$ cat src/rtl/rom_seg_mapper.sv
module rom_seg_mapper #(
  parameter int ADDR_W = 20,
  parameter int BANK_W = 8,
  parameter int PORT_W = 8,
  parameter logic [PORT_W-1:0] PORT_RELEASE = 8'hA0,
  parameter logic [PORT_W-1:0] PORT_BASE    = 8'hC0,
  parameter logic [PORT_W-1:0] PORT_SEG2    = 8'hC2,
  parameter logic [PORT_W-1:0] PORT_SEG3    = 8'hC3
) (
  input  logic              clk,
  input  logic              rst,
  input  logic              io_wr,
  input  logic [PORT_W-1:0] io_addr,
  input  logic [BANK_W-1:0] io_data,
  input  logic [BANK_W-1:0] rom_mask,
  input  logic [ADDR_W-1:0] cpu_addr,
  output logic [ADDR_W-5:0] offset,
  output logic [BANK_W-1:0] bank,
  output logic              sel_ram,
  output logic              sel_sram,
  output logic              sel_rom,
  output logic              sel_boot
);
  localparam int SEG_W  = 4;
  localparam int BASE_W = BANK_W - SEG_W;
  localparam logic [SEG_W-1:0] TOP_SEG = '1;

  logic [BANK_W-1:0] seg2_q, seg3_q, raw_bank;
  logic [BASE_W-1:0] base_q;
  logic              boot_q;
  logic [SEG_W-1:0]  seg;

  wire wr_base = io_wr && io_addr == PORT_BASE;
  wire wr_seg2 = io_wr && io_addr == PORT_SEG2;
  wire wr_seg3 = io_wr && io_addr == PORT_SEG3;
  wire wr_rel  = io_wr && io_addr == PORT_RELEASE && io_data[0];

  always_ff @(posedge clk) begin
    if (rst) begin
      seg2_q <= '1;
      seg3_q <= '1;
      base_q <= '1;
      boot_q <= 1'b1;
    end else begin
      if (wr_seg2) seg2_q <= io_data;
      if (wr_seg3) seg3_q <= io_data;
      if (wr_base) base_q <= io_data[BASE_W-1:0];
      if (wr_rel)  boot_q <= 1'b0;
    end
  end

  assign seg    = cpu_addr[ADDR_W-1 -: SEG_W];
  assign offset = cpu_addr[ADDR_W-SEG_W-1:0];

  always_comb begin
    case (seg)
      4'd2:    raw_bank = seg2_q;
      4'd3:    raw_bank = seg3_q;
      default: raw_bank = {base_q, seg};
    endcase
  end

  assign sel_ram  = seg == 4'd0;
  assign sel_sram = seg == 4'd1;
  assign sel_boot = boot_q && seg == TOP_SEG;
  assign sel_rom  = seg > 4'd1 && !sel_boot;
  assign bank     = sel_rom ? (raw_bank & rom_mask) : '0;


  one_target_chk: assert property (@(posedge clk) disable iff (rst)
    $countones({sel_ram, sel_sram, sel_rom, sel_boot}) == 1);


  low_seg_not_rom_chk: assert property (@(posedge clk) disable iff (rst)
    (cpu_addr[ADDR_W-1 -: SEG_W] < 4'd2) |-> (!sel_rom && !sel_boot && bank == '0));


  seg2_load_chk: assert property (@(posedge clk) disable iff (rst)
    wr_seg2 |=> seg2_q == $past(io_data));


  base_load_chk: assert property (@(posedge clk) disable iff (rst)
    wr_base |=> base_q == $past(io_data[BASE_W-1:0]));


  base_hold_chk: assert property (@(posedge clk) disable iff (rst)
    !wr_base |=> $stable(base_q));


  release_sticky_chk: assert property (@(posedge clk) disable iff (rst)
    !boot_q |=> !boot_q);


  bank_masked_chk: assert property (@(posedge clk) disable iff (rst)
    (bank & ~rom_mask) == '0);
endmodule

$ cat config.mk
export PLATFORM = sky130hd
export DESIGN_NAME = rom_seg_mapper
export DESIGN_NICKNAME = d
export VERILOG_FILES = /design/src/rtl/rom_seg_mapper.sv
export SDC_FILE = /design/constraint.sdc
export NUM_CORES = 1
export LEC_CHECK = 0
export ABC_CLOCK_PERIOD_IN_PS = 2300
export BUFFER_PORTS_ARGS = -buffer_cell sky130_fd_sc_hd__clkbuf_2
export CAP_MARGIN = 20
export CORE_MARGIN = 1
export CORE_UTILIZATION = 30
export CTS_BUF_LIST = sky130_fd_sc_hd__clkbuf_16
export DETAILED_ROUTE_END_ITERATION = 8
export SYNTH_ARGS = -nofsm -noshare
export SYNTH_HDL_FRONTEND = slang
export SYNTH_SLANG_ARGS = --single-unit
$ cat constraint.sdc
create_clock -name clk -period 2.3 [get_ports clk]
set_input_delay 0.46 -clock clk [delete_from_list [all_inputs] [get_ports clk]]
set_output_delay 0.46 -clock clk [all_outputs]
set_load 0.05 [all_outputs]
==> summary.md <==
| Metric | Value |
|---|---|
| Status | `completed` |
| Synth Instances | `between 100 and 150` |
| Grt ovf | `0` |
| Top cell type's share of synthesized area | `33.3%` |
| Initial antenna violation count | `0` |
| Hold path depth | `3` |
| FMAX | `about 500 MHz` |
| CP Cell Sequence | `clkbuf_2 > nor3b_2 > buf_4 > o2111a_2 > clkbuf_2` |
| Crit path required time | `approximately 1800 ps` |
| Post-synth top flop | `dfxtp_1` |
| Final cell count without fillers | `approximately 210` |
| CORE AREA | `around 0.0040 mm²` |
| Die ar. | `0.00447 mm²` |
| CTS tree | `yes` |
| Pins Over Slew Limit | `0` |
| Relative slew slack | `between 60% and 70%` |
| Clk sink count | `21` |
| Reg-to-reg slack, setup | `around 1700 ps` |
| Critical path origin | `cpu_addr[19]` |
| Input/output buffers | `42` |
| Worst-Skew Late Latency | `about 250 ps` |
| Met1 GRT Util | `between 10% and 20%` |
| CTS Buffer Depth | `2` |
| Top cell type by total area after synthesis | `dfxtp_1` |
| PnR Total Power | `~880 µW` |
| Cells on worst reg2reg path | `2` |
| Most used cell along the critical path | `clkbuf_2` |
| Avg WL per Cell | `about 12 µm` |
| H-tree depth | `1` |
| Hold slack | `approximately 480 ps` |
| IO Pins | `75` |
| Worst path buffer plus inverter count | `3` |
| Clock period minus worst slack | `between 2000 and 2500 ps` |
| GRT Total Usage | `approximately an eighth` |
| Max-Cap Viols | `0` |
| Vias | `1010` |
| Synth Register Bits | `21` |
| Clock-pin slew on the worst setup and hold paths | `60 ps` |
| # fillers | `between 400 and 500` |
| Layout area overhead | `17.8%` |
| Hold path endpoint | `seg3_q[7]` |
| Mapped Area | `about 0.0013 mm²` |
| # rows | `23` |
| Slowest cell on crit path | `nor3b_2` |
| Worst Setup End Kind | `output pin` |
| Synth area leaders | `dfxtp_1, mux2i_1, buf_4` |
| CP Launch Type | `input port` |
| DRC viols | `0` |
| GRT busiest layer | `met2` |
| Seq/Total Area, Yosys | `between 30% and 40%` |
| WL final | `2.59 mm` |
| Worst Path Arrival | `approximately 1600 ps` |
| Number of global-route vias before repair | `905` |
| M2 GR Usage | `about 18%` |
| PostCTS Resize Cnt | `0` |
| Placer Congestion | `around 0.72` |
| Avg Cell Area, Syn | `around 9 µm²` |
| # diodes | `0` |
| Detail Placement HPWL | `slightly below 2 mm` |
| Clock Tree Root | `clkbuf_16` |
| Die X | `~67 µm` |
| Final hold vios | `0` |
| Top cell family by delay on the critical path | `buffers and inverters` |
| Max rail drop VDD | `about 0.36 mV` |
| Max FO, Critical Path | `8` |
| Drt via density | `about 4.8` |
| CTS Buf Count | `3` |
| Starting DRT DRC Count | `17` |
| Max incr delay on CP | `about 300 ps` |
| EDFF count, synth | `0` |
| Starting Density | `31.3%` |
| M3 GR Usage | `1.71%` |
| RR Startpoint | `base_q[3]` |
| R2R Path End | `base_q[3]` |
| RSZ-0062 raised after global routing | `false` |
| Ys async rst share | `0%` |
| Share of post-route cells with drive strength above 1 | `roughly two fifths` |
| Final setup violation count | `0` |
| First-pass GRT wire length | `just over 4 mm` |
| Setup Buffers After CTS | `0` |
| Commonest cells post-synth | `nor2_1, mux2i_1, dfxtp_1` |
| Yosys warnings | `0` |
| Largest net degree at the start of global routing | `30` |
| Period Utilization, post-route | `87.5%` |
| First-pass detailed-route iteration total | `4` |
| Inst Count DP | `roughly 210` |
| Hold Startpoint | `io_data[7]` |
| Hold-fix buffers, CTS | `0` |
| Final #Nets | `210` |
| Top-count cell post-synth | `nor2_1` |
| Leak pwr | `0.676 nW` |
| Slew at the pin closest to its max-slew limit | `571 ps` |
| Min-Delay Path Class | `input port to register` |
| Net Count, Synth | `184` |
| Final clock skew | `0 ps` |
| Synth cell types | `31` |
| Crit path kind | `input port to output pin` |
| Pwr dens | `approximately 590 mW/mm²` |
| Die height | `~67 µm` |
| DRT antenna net count | `0` |
-- final cells by class --
cell class / instances / area (µm²) / area share [%]
clock buffer: 3 / 75.1 / 5.05
clock inverter: 1 / 5.00 / 0.337
inverter: 2 / 7.51 / 0.505
multi-input combinational: 90 / 682 / 45.9
sequential: 21 / 420 / 28.3
tap: 50 / 62.6 / 4.21
timing repair buffer: 45 / 233 / 15.7
-- stage by stage --
stage	worst slack (ps)	TNS, ps	util [%]	area, µm²
6_report	288	0	36.9	1490
5_1_grt	197	0	36.9	1490
4_1_cts	282	0	36.9	1490
3_5_place_dp	287	0	34.9	1410
3_3_place_gp	295	0	34.9	1410
2_1_floorplan	-334	-334	-	1270
-- power by group --
| group | internal (mW) | switching [mW] |
|---|---|---|
| Clock | 0.234 | 0.135 |
| Sequential | 0.364 | 0.000231 |
| Combinational | 0.0495 | 0.0925 |
-- worst register-to-register path, stage by stage (launching register included) --
cell and delay (ps):
dfxtp_1 320, nor2_1 110, mux2i_1 100
-- cell usage in the layout, fill, tap and decap left out, drive strengths merged --
cell	count
nand4	1
nand2	4
inv	2
o311ai	1
mux2	1
dfxtp	21
o21bai	1
mux2i	26
nand2b	1
o2111a	4
clkbuf	45
buf	3
o211a	3
and3b	1
a21boi	1
nand3b	3
clkinv	1
nor3b	3
o21ba	1
and2	1
or4	1
or2b	1
nor2	30
or3	1
nor3	2
nor4	3
-- worst max path at each step --
| stage | endpoint | slack (ps) | cells past startpoint |
|---|---|---|---|
| global route | bank[7] | 200 | 6 |
| CTS | bank[6] | 280 | 5 |
| floorplan | sel_ram | -330 | 2 |
| finish | bank[6] | 290 | 5 |
| global placement | bank[5] | 290 | 5 |
| detailed placement | bank[6] | 290 | 5 |
-- cell families after synthesis --
| group | Yosys count | synth area share, % |
|---|---|---|
| AND/OR/NAND/NOR | 52 | 23.3 |
| multiplexers | 27 | 21.5 |
| buffers and inverters | 26 | 13.2 |
| flip-flops | 21 | 33.3 |
| AO/OA/AOI/OAI | 11 | 8.63 |
-- routing by layer --
layer  share of wire, %  vias up
li1                   -      507
met1                 51      448
met2                 41       52
met3                6.5        3
met4                1.3        0
met5                  0        -
-- state kept, by name, summed over array words and instances (netlist names) --
name	flops
boot_q	1
seg2_q	8
seg3_q	8
base_q	4
Note: power is estimated with default switching activity, not from simulation.
